==> src/rtl/mdst_fold_pkg.sv <==
package mdst_fold_pkg;

    localparam int FRAME_N  = 26;
    localparam int HALF_M   = FRAME_N / 2;
    localparam int PAIR_CNT = (HALF_M - 1) / 2;
    localparam int SLOT_W   = 3;

    typedef enum logic [2:0] {
        ST_IDLE,
        ST_LOAD_LO,
        ST_LOAD_HI,
        ST_RECUR,
        ST_EMIT
    } fold_state_e;

    // lower index of the pair presented in a slot; partner is HALF_M minus it
    function automatic int pair_low(input int slot);
        case (slot)
            0:       return 1;
            1:       return 2;
            2:       return 4;
            3:       return 5;
            4:       return 3;
            default: return 6;
        endcase
    endfunction

endpackage

==> src/rtl/mdst_fold_unit.sv <==
module mdst_fold_unit #(
    parameter int IN_W   = 16,
    parameter int FOLD_W = IN_W + 2
) (
    input  logic signed [IN_W-1:0]   early,
    input  logic signed [IN_W-1:0]   late,
    input  logic                     negate,
    output logic signed [FOLD_W-1:0] sum_fold,
    output logic signed [FOLD_W-1:0] dif_fold
);

    logic signed [FOLD_W-1:0] early_x;
    logic signed [FOLD_W-1:0] late_x;
    logic signed [FOLD_W-1:0] both;

    always_comb begin
        early_x  = {{(FOLD_W-IN_W){early[IN_W-1]}}, early};
        late_x   = {{(FOLD_W-IN_W){late[IN_W-1]}}, late};
        both     = early_x + late_x;
        sum_fold = negate ? -both : both;
        dif_fold = early_x - late_x;
    end

endmodule

==> src/rtl/mdst_recur_unit.sv <==
module mdst_recur_unit #(
    parameter int FOLD_W = 18,
    parameter int AUX_W  = 21
) (
    input  logic                     first,
    input  logic                     flip,
    input  logic signed [FOLD_W-1:0] fold_in,
    input  logic signed [AUX_W-1:0]  prev,
    output logic signed [AUX_W-1:0]  next
);

    logic signed [AUX_W-1:0] ext;
    logic signed [AUX_W-1:0] term;

    always_comb begin
        ext  = {{(AUX_W-FOLD_W){fold_in[FOLD_W-1]}}, fold_in};
        term = flip ? -ext : ext;
        next = first ? ext : (term - prev);
    end

endmodule

==> src/rtl/mdst_pair_adder.sv <==
module mdst_pair_adder #(
    parameter int AUX_W  = 21,
    parameter int PAIR_W = AUX_W + 1
) (
    input  logic signed [AUX_W-1:0]  op_lo,
    input  logic signed [AUX_W-1:0]  op_hi,
    output logic signed [PAIR_W-1:0] pair_sum
);

    always_comb begin
        pair_sum = {{(PAIR_W-AUX_W){op_lo[AUX_W-1]}}, op_lo}
                 + {{(PAIR_W-AUX_W){op_hi[AUX_W-1]}}, op_hi};
    end

endmodule

==> src/rtl/mdst_fold_pre.sv <==
module mdst_fold_pre
    import mdst_fold_pkg::*;
#(
    parameter int SAMPLE_W  = 16,
    localparam int FOLD_W   = SAMPLE_W + 2,
    localparam int AUX_W    = SAMPLE_W + 1 + $clog2(HALF_M),
    localparam int PAIR_W   = AUX_W + 1
) (
    input  logic                       clk,
    input  logic                       rst_n,
    input  logic                       in_valid,
    input  logic                       in_start,
    input  logic signed [SAMPLE_W-1:0] in_sample,
    output logic                       in_ready,
    output logic                       pair_valid,
    output logic                       pair_lane,
    output logic [SLOT_W-1:0]          pair_slot,
    output logic signed [PAIR_W-1:0]   pair_data,
    output logic signed [AUX_W-1:0]    tail_a,
    output logic signed [AUX_W-1:0]    tail_b
);

    localparam int CNT_W     = $clog2(FRAME_N);
    localparam int IDX_W     = $clog2(HALF_M);
    localparam int LAST_EMIT = 2 * PAIR_CNT - 1;

    fold_state_e state_q, state_d;
    logic [CNT_W-1:0] cnt_q, cnt_d;
    logic take;

    logic signed [SAMPLE_W-1:0] early_q [HALF_M];
    logic signed [FOLD_W-1:0]   fold_q  [2][HALF_M];
    logic signed [AUX_W-1:0]    aux_q   [2][HALF_M];
    logic signed [AUX_W-1:0]    tail_q  [2];

    logic [IDX_W-1:0]  mirror_idx, step_idx, prev_idx, lo_sel, hi_sel;
    logic              emit_lane;
    logic [SLOT_W-1:0] emit_slot;

    logic signed [FOLD_W-1:0] fold_sum, fold_dif;
    logic signed [AUX_W-1:0]  recur_next [2];
    logic signed [PAIR_W-1:0] pair_sum;

    // accept logic
    always_comb begin
        in_ready = (state_q == ST_IDLE) || (state_q == ST_LOAD_LO) || (state_q == ST_LOAD_HI);
        take     = in_valid && (((state_q == ST_IDLE) && in_start)
                             || (state_q == ST_LOAD_LO) || (state_q == ST_LOAD_HI));
    end

    // next state and step counter
    always_comb begin
        state_d = state_q;
        cnt_d   = cnt_q;
        unique case (state_q)
            ST_IDLE: begin
                if (take) begin
                    state_d = ST_LOAD_LO;
                    cnt_d   = CNT_W'(1);
                end
            end
            ST_LOAD_LO: begin
                if (take) begin
                    cnt_d = cnt_q + CNT_W'(1);
                    if (cnt_q == CNT_W'(HALF_M - 1)) state_d = ST_LOAD_HI;
                end
            end
            ST_LOAD_HI: begin
                if (take) begin
                    if (cnt_q == CNT_W'(FRAME_N - 1)) begin
                        state_d = ST_RECUR;
                        cnt_d   = '0;
                    end else begin
                        cnt_d = cnt_q + CNT_W'(1);
                    end
                end
            end
            ST_RECUR: begin
                if (cnt_q == CNT_W'(HALF_M - 1)) begin
                    state_d = ST_EMIT;
                    cnt_d   = '0;
                end else begin
                    cnt_d = cnt_q + CNT_W'(1);
                end
            end
            ST_EMIT: begin
                if (cnt_q == CNT_W'(LAST_EMIT)) begin
                    state_d = ST_IDLE;
                    cnt_d   = '0;
                end else begin
                    cnt_d = cnt_q + CNT_W'(1);
                end
            end
            default: begin
                state_d = ST_IDLE;
                cnt_d   = '0;
            end
        endcase
    end

    // state register
    always_ff @(posedge clk or negedge rst_n) begin
        if (!rst_n) begin
            state_q <= ST_IDLE;
            cnt_q   <= '0;
        end else begin
            state_q <= state_d;
            cnt_q   <= cnt_d;
        end
    end

    // index decode
    always_comb begin
        mirror_idx = '0;
        if (cnt_q >= CNT_W'(HALF_M)) mirror_idx = IDX_W'(CNT_W'(FRAME_N - 1) - cnt_q);
        step_idx   = (cnt_q < CNT_W'(HALF_M)) ? IDX_W'(cnt_q) : '0;
        prev_idx   = (step_idx == '0) ? '0 : (step_idx - IDX_W'(1));
        emit_lane  = (cnt_q >= CNT_W'(PAIR_CNT));
        emit_slot  = emit_lane ? SLOT_W'(cnt_q - CNT_W'(PAIR_CNT)) : SLOT_W'(cnt_q);
        lo_sel     = IDX_W'(pair_low(int'(emit_slot)) - 1);
        hi_sel     = IDX_W'(HALF_M - pair_low(int'(emit_slot)) - 1);
    end

    mdst_fold_unit #(
        .IN_W   (SAMPLE_W),
        .FOLD_W (FOLD_W)
    ) u_fold (
        .early    (early_q[mirror_idx]),
        .late     (in_sample),
        .negate   (~mirror_idx[0]),
        .sum_fold (fold_sum),
        .dif_fold (fold_dif)
    );

    for (genvar l = 0; l < 2; l++) begin : g_lane
        mdst_recur_unit #(
            .FOLD_W (FOLD_W),
            .AUX_W  (AUX_W)
        ) u_recur (
            .first   (step_idx == '0),
            .flip    (~step_idx[0]),
            .fold_in (fold_q[l][step_idx]),
            .prev    (aux_q[l][prev_idx]),
            .next    (recur_next[l])
        );
    end

    mdst_pair_adder #(
        .AUX_W  (AUX_W),
        .PAIR_W (PAIR_W)
    ) u_pair (
        .op_lo    (aux_q[emit_lane][lo_sel]),
        .op_hi    (aux_q[emit_lane][hi_sel]),
        .pair_sum (pair_sum)
    );

    // storage: early half, folds, auxiliary sequences
    always_ff @(posedge clk) begin
        if (take && ((state_q == ST_IDLE) || (state_q == ST_LOAD_LO))) begin
            early_q[IDX_W'(cnt_q)] <= in_sample;
        end
        if (take && (state_q == ST_LOAD_HI)) begin
            fold_q[0][mirror_idx] <= fold_sum;
            fold_q[1][mirror_idx] <= fold_dif;
        end
        if (state_q == ST_RECUR) begin
            for (int l = 0; l < 2; l++) aux_q[l][step_idx] <= recur_next[l];
        end
    end

    // tails for the post-processor
    always_ff @(posedge clk or negedge rst_n) begin
        if (!rst_n) begin
            tail_q[0] <= '0;
            tail_q[1] <= '0;
        end else if ((state_q == ST_RECUR) && (cnt_q == CNT_W'(HALF_M - 1))) begin
            tail_q[0] <= recur_next[0];
            tail_q[1] <= recur_next[1];
        end
    end

    // outputs
    always_ff @(posedge clk or negedge rst_n) begin
        if (!rst_n) begin
            pair_valid <= 1'b0;
            pair_lane  <= 1'b0;
            pair_slot  <= '0;
            pair_data  <= '0;
        end else begin
            pair_valid <= (state_q == ST_EMIT);
            if (state_q == ST_EMIT) begin
                pair_lane <= emit_lane;
                pair_slot <= emit_slot;
                pair_data <= pair_sum;
            end
        end
    end

    assign tail_a = tail_q[0];
    assign tail_b = tail_q[1];

endmodule

==> config.mk <==
export PLATFORM = sky130hd
export DESIGN_NAME = mdst_fold_pre
export DESIGN_NICKNAME = d
export VERILOG_FILES = /design/src/rtl/mdst_fold_pkg.sv /design/src/rtl/mdst_fold_unit.sv /design/src/rtl/mdst_recur_unit.sv /design/src/rtl/mdst_pair_adder.sv /design/src/rtl/mdst_fold_pre.sv
export SDC_FILE = /design/constraint.sdc
export NUM_CORES = 2
export LEC_CHECK = 0
export ABC_CLOCK_PERIOD_IN_PS = 15600
export BUFFER_PORTS_ARGS = -buffer_cell sky130_fd_sc_hd__buf_2
export CAP_MARGIN = 20
export CORE_UTILIZATION = 40
export DETAILED_ROUTE_END_ITERATION = 8
export MAX_ROUTING_LAYER = met4
export PLACE_DENSITY = 0.66
export SETUP_SLACK_MARGIN = 0.2
export SYNTH_ARGS = -nofsm -noshare
export SYNTH_HDL_FRONTEND = slang
export SYNTH_SLANG_ARGS = --single-unit
==> constraint.sdc <==
create_clock -name clk -period 15.6 [get_ports clk]
set_input_delay 2.34 -clock clk [delete_from_list [all_inputs] [get_ports clk]]
set_output_delay 2.34 -clock clk [all_outputs]
set_load 0.01 [all_outputs]
## Word level (Yosys, flattened, before mapping)

Memories as Yosys holds them, arrays and structs flattened.
Index checks and enable logic that the tools add are counted.

- Flip-flop bits (word level): 77
- RAM bits: 1,222
- Output and inout bits: 70
- Word-level logic and storage cells: 128
- Memories: 3

- Add/subtract/negate cells: 15
- $lt $le $gt $ge: 10
- Equal/unequal tests: 18
- Mux-type cells: 53
- Bitwise gates (word level): 5
- Reductions and logical operators: 16

Memory list:

| name | depth | bits a word | read ports | clocked after Yosys merged registers in | write ports | RTL line | text |
|---|---|---|---|---|---|---|---|
| aux_q | 2 | 273 | 3 | 0 | 2 | mdst_fold_pre.sv:33 | `logic signed [AUX_W-1:0] aux_q [2][HALF_M];` |
| fold_q | 2 | 234 | 2 | 0 | 2 | mdst_fold_pre.sv:32 | `logic signed [FOLD_W-1:0] fold_q [2][HALF_M];` |
| early_q | 13 | 16 | 1 | 0 | 1 | mdst_fold_pre.sv:31 | `logic signed [SAMPLE_W-1:0] early_q [HALF_M];` |

Operators by type and width:

| cell | count |
|---|---|
| $bmux 21 s4 | 4 |
| $mux 21 | 13 |
| $mux 273 | 1 |
| $mux 234 | 1 |
| $bmux 18 s4 | 2 |
| $mux 18 | 6 |
| $demux 21 s4 | 1 |
| $demux 18 s4 | 1 |
| $neg 18->21 | 2 |
| $sub 21x21->21 | 2 |
| $mux 5 | 6 |
| $pmux 3 s5 | 2 |
| $ge 5x5->1 const B | 5 |
| $not 4->5 | 5 |
| $pmux 5 s5 | 1 |
| $mux 3 | 8 |
| $add 21x21->22 | 1 |
| $neg 18->18 | 1 |
| $add 16x16->17 | 1 |
| $sub 16x16->17 | 1 |
| $eq 3x2->1 const B | 4 |
| $mux 4 | 3 |
| $eq 5x4->1 const B | 2 |
| $lt 5x1->1 const B | 2 |
| other kinds (21) | 42 |

## Logic depth before layout (Yosys ltp)

- Word-level depth: 11
- Depth in mapped cells: 37
- Mapped depth without buffers: 26

## By module

A second synthesis with hierarchy kept.

- Cell total of the unflattened synthesis: 5,263
- Area, all modules: 66,306.1 sq um

Modules (own cells, without submodules):

| module | times used | cells an instance | area an instance (sq um) | sequential area each (sq um) |
|---|---|---|---|---|
| mdst_fold_pre | 1 | 4,303 | 59,813.6 | 38,622.0 |
| mdst_recur_unit | 2 | 271 | 1,746.7 | 0.0 |
| mdst_fold_unit | 1 | 275 | 1,969.4 | 0.0 |
| mdst_pair_adder | 1 | 143 | 1,029.7 | 0.0 |

## Least setup slack after synthesis

OpenSTA, ideal clock, no wires.

- Path kind: flip-flop to flip-flop
- From: reg cnt_q[1]
- To: mem aux_q[0][147] (netlist bit), enable pin
- Setup time: 0.546 ns
- Arrival time: 7.093 ns
- Slack: 7.961 ns
- Cell stages (with the launch flop): 15
- Path buffers: 9
- Clock period less this slack: 7.639 ns
- Cells stage by stage: dfrtp_1 > buf_4 > buf_2 > buf_2 > inv_1 > buf_2 > buf_1 > ha_1 > o21ai_0 > nand2_1 > clkbuf_1 > clkbuf_1 > clkbuf_1 > clkbuf_1 > nor4_1

RTL lines:

| item | RTL line | text |
|---|---|---|
| from (decl) | mdst_fold_pre.sv:28 | `logic [CNT_W-1:0] cnt_q, cnt_d;` |
| from (signal assigned) | mdst_fold_pre.sv:108 | `cnt_q <= cnt_d;` |
| to (decl) | mdst_fold_pre.sv:33 |  |

## Final worst setup path

- From: reg cnt_q[2]
- To: reg pair_data[19]

- Cells in the longest elaborated chain, start to end: 11
- Elaborated cells between the ends (all ways): 22

Ends and longest elaborated chain:

| item | RTL line | text |
|---|---|---|
| $ge 5x3->1 / $sub 3x3->3 (equally long branches) | mdst_fold_pre.sv:118, mdst_fold_pre.sv:119 |  |
| $mux 3 | mdst_fold_pre.sv:119 | `emit_slot = emit_lane ? SLOT_W'(cnt_q - CNT_W'(PAIR_CNT)) : SLOT_W'(cnt_q);` |
| $eq 3x3->1 (tied with other cells) | mdst_fold_pkg.sv:18 | `case (slot)` |
| $pmux 3 s5 | mdst_fold_pkg.sv:18 |  |
| $sub 4x3->4 | mdst_fold_pre.sv:121 | `hi_sel = IDX_W'(HALF_M - pair_low(int'(emit_slot)) - 1);` |
| $sub 4x2->4 | mdst_fold_pre.sv:121 |  |
| $not 4->5 (not written as such) | mdst_fold_pre.sv:153 | `.op_hi (aux_q[emit_lane][hi_sel]),` |
| $bmux 21 s4 | mdst_fold_pre.sv:153 |  |
| $mux 21 (not written as such) (2 in series) | mdst_fold_pre.sv:153 |  |
| $add 21x21->22 * | mdst_pair_adder.sv:12 | `+ {{(PAIR_W-AUX_W){op_hi[AUX_W-1]}}, op_hi};` |
| to (signal assigned) | mdst_fold_pre.sv:194 | `pair_data <= pair_sum;` |
| to (decl) | mdst_fold_pre.sv:18 | `output logic signed [PAIR_W-1:0] pair_data,` |

Mark *: on every way between the ends. The rest lies on a longest branch, timed or not. The select of a mux whose other input is x is not followed.
A chain may end at the register's enable or synchronous reset.

==> results.toml <==
[outcome]
status = "finished with violations"
violations = "design-rule violations"

[synthesis]
ys_ff_latch = 1273
synth_top_flop_cell = "edfxtp_1"
synth_top_family_by_area = "simple AND/OR/NAND/NOR gates"
postSynthAreaPerCell_um2 = 11.4
synth.area.top_cells = "edfxtp_1, nand2_1, nand3_1, dfrtp_1, mux2_2"
syn-num-nets = 5686
async_flop_share = 0.0605
synth_area_mm2 = 0.0632
synthTopCellsByCount = "nand2_1, edfxtp_1, nand3_1"
netlist_instances = 5557
yosysMostFrequentCell = "nand2_1"
synth_compound_area_frac = 0.117
yosysSeqAreaShare = 0.599
synth_xor_area_frac = 0.0165
synthAdderAreaFrac = 0.0222
synth_warnings = 0
synth.distinct_cells = 86
synth_top_area_cell = "edfxtp_1"
muxShareOfSynthArea = 0.0586
yosys.area.top_type_share = 0.568
synth_edf_count = 1196
yosys.area_share.simple = 0.156

[place]
hpwl_mm = 112
io_buffers = 89
gp_congestion = 0.884

[grt]
grt_util_all_layers = 0.246
grt_overflow = 0
antenna_found_initial = 14
grt_pass1_vias = 44398
grt_max_degree = 188
grt_pass1_wl_mm = 286

[clock_network]
post_cts_resize_count = 0
numCtsBuffers = 136
clkSlewWorstSetupHoldPaths_ns = 0.06
clk_latency_ns = 0.82
clockRootBuffer = "clkbuf_16"
cts_setup_buffers = 0
ctsLongestPathBuffers = 3
cts_hold_buf = 0
cts_tree = "done"
cts_sinks = 1273
htreeDepth = 4

[floorplan]
die_y_um = 399
die_w_um = 399
core_area_mm2 = 0.157
die_area_mm2 = 0.160
io_pins = 90
rows = 145
initial_core_util = 0.404

[drt]
ant_nets = 0
first_iter_violations = 6232
wire_per_inst_um = 25.2
dr.pass1.iters = 9
wirelength_mm = 194
vias_per_cell = 6.10
vias = 46887
drc = 2

[final_layout]
drive_gt1_frac = 0.124
syn_to_final_growth_pct = 11.9
final_nets = 5645

[setup_path]
cp-start-kind = "flop"
crit_start = "cnt_q[2]"
rr_startpoint = "cnt_q[2]"
path_class = "flop to flop"
crit-reg2reg-capture = "pair_data[19]"
worstPathRequired_ns = 16.24
r2r_slack_ns = 6.09
rr_worst_depth = 24
worstSetupEndpoint = "pair_data[19]"
critPathMaxStageDelay_ns = 0.82
critPathMaxFanout = 176
end_kind = "flop"
arrival_ns = 10.15
critPathSlowestCell = "dfrtp_1"
path_cells = "ha_1, or3_4, nand2_1, o22ai_1, a21o_4, inv_8, ha_4, xor2_4, buf_4, nand2b_1, buf_4, o22ai_1, mux2_2, ha_1, a21o_1, a21oi_1, o21ba_2, o21ai_0, a211oi_1, nor4_1, o41a_1, a21o_1, a211oi_1, o31ai_1"

[sta]
finalSetupViolations = 0
fmax_ghz = 0.105
min_period_over_period = 0.610
fin_worst_skew_ns = 0.0553
rsz0062_at_grt = "no"
max_slew_margin = 0.151
fin_setup_tns_ns = 0
finalHoldViolCount = 0
tightest_slew_ns = 1.27
slew_violations = 0
layout_min_cycle_time_ns = 9.51

[worst_hold_path]
min_path_type = "flop to flop"

[job]
cap_violations = 0
[per-stage QoR]
| stage | hold WS [ns] | area [µm²] | util | std cells | setup slack [ns] |
|---|---|---|---|---|---|
| floorplan | 0.511 | 63200 | - | 5557 | 7.96 |
| global placement | 0.457 | 66000 | 0.421 | 7417 | 6.61 |
| detailed placement | 0.460 | 66000 | 0.422 | 7424 | 6.49 |
| CTS | 0.478 | 70600 | 0.451 | 7670 | 6.44 |
| global route | 0.495 | 70700 | 0.452 | 7689 | 5.77 |
| finish | 0.470 | 70700 | 0.452 | 7690 | 6.09 |
[registers in the layout, indices dropped and copies added (netlist names)]
signal / flops
cnt_q: 5
tail_a: 21
fold_q: 442
early_q: 208
pair_data: 22
pair_valid: 1
pair_lane: 1
aux_q: 546
pair_slot: 3
state_q: 3
tail_b: 21
[cell usage in the layout (no fill, tap or decap), drive strengths merged, types with 16 or more instances in the layout]
cell       n
or3       27
a222oi    70
o31a      34
clkbuf   175
edfxtp  1196
dfrtp     77
mux2     131
buf      222
ha       104
and3     128
nand2b    20
xor2      46
nor2b     17
mux4      63
a31oi     78
nor3      38
nor2     160
a221oi    47
a21o      21
xnor2     73
o31ai     29
a311oi   148
mux2i     80
a21oi    199
clkinv    51
a211oi    26
nand2   1358
and2      17
inv       99
o22ai     83
a22oi     42
o221ai    24
o21ai     98
o21bai    16
nand3    454
[kinds of logic after synthesis]
family	after synthesis
xor+xnor	119
simple gates	2270
mux	274
compound gates	1016
flops	1273
fa+ha+maj	109
buf+inv	496
[final cells by class]
| cell class | count | area (µm²) |
|---|---|---|
| antenna | 8 | 20.0 |
| tap | 2058 | 2570 |
| timing repair buffer | 223 | 1560 |
| clock inverter | 72 | 938 |
| inverter | 94 | 360 |
| clock buffer | 174 | 3610 |
| sequential | 1273 | 37800 |
| multi-input combinational | 3788 | 23800 |
| fill | 13959 | 85800 |
[worst max-delay path: cells and delay by family, from the launching register on]
family / cells / cell delay, ns
compound gates: 12 / 3.35
xor+xnor: 1 / 0.15
fa+ha+maj: 3 / 1.25
buf+inv: 3 / 1.36
flops: 1 / 0.82
mux: 1 / 0.30
simple gates: 4 / 1.66
[worst min-delay path by stage]
stage	slack, ns	start	depth (start not counted)	to
3_5_place_dp	0.46	tail_b[6]	2	tail_b[6]
3_3_place_gp	0.46	tail_b[17]	2	tail_b[17]
4_1_cts	0.48	pair_data[8]	2	pair_data[8]
2_1_floorplan	0.51	pair_data[16]	2	pair_data[16]
5_1_grt	0.49	pair_data[0]	2	pair_data[0]
6_report	0.47	pair_data[0]	2	pair_data[0]
[layer usage]
layer  GRT usage  wire length [µm]  up-vias
met4      0.0798              5640        0
met1       0.322             77500    23135
met5           -                 0        -
met2       0.381             90800     2543
li1            -                 -    20821
met3      0.0532             20300      388
Power is not shown: default switching activity piles up to over one toggle a cycle in this logic, so the estimate is an artifact.
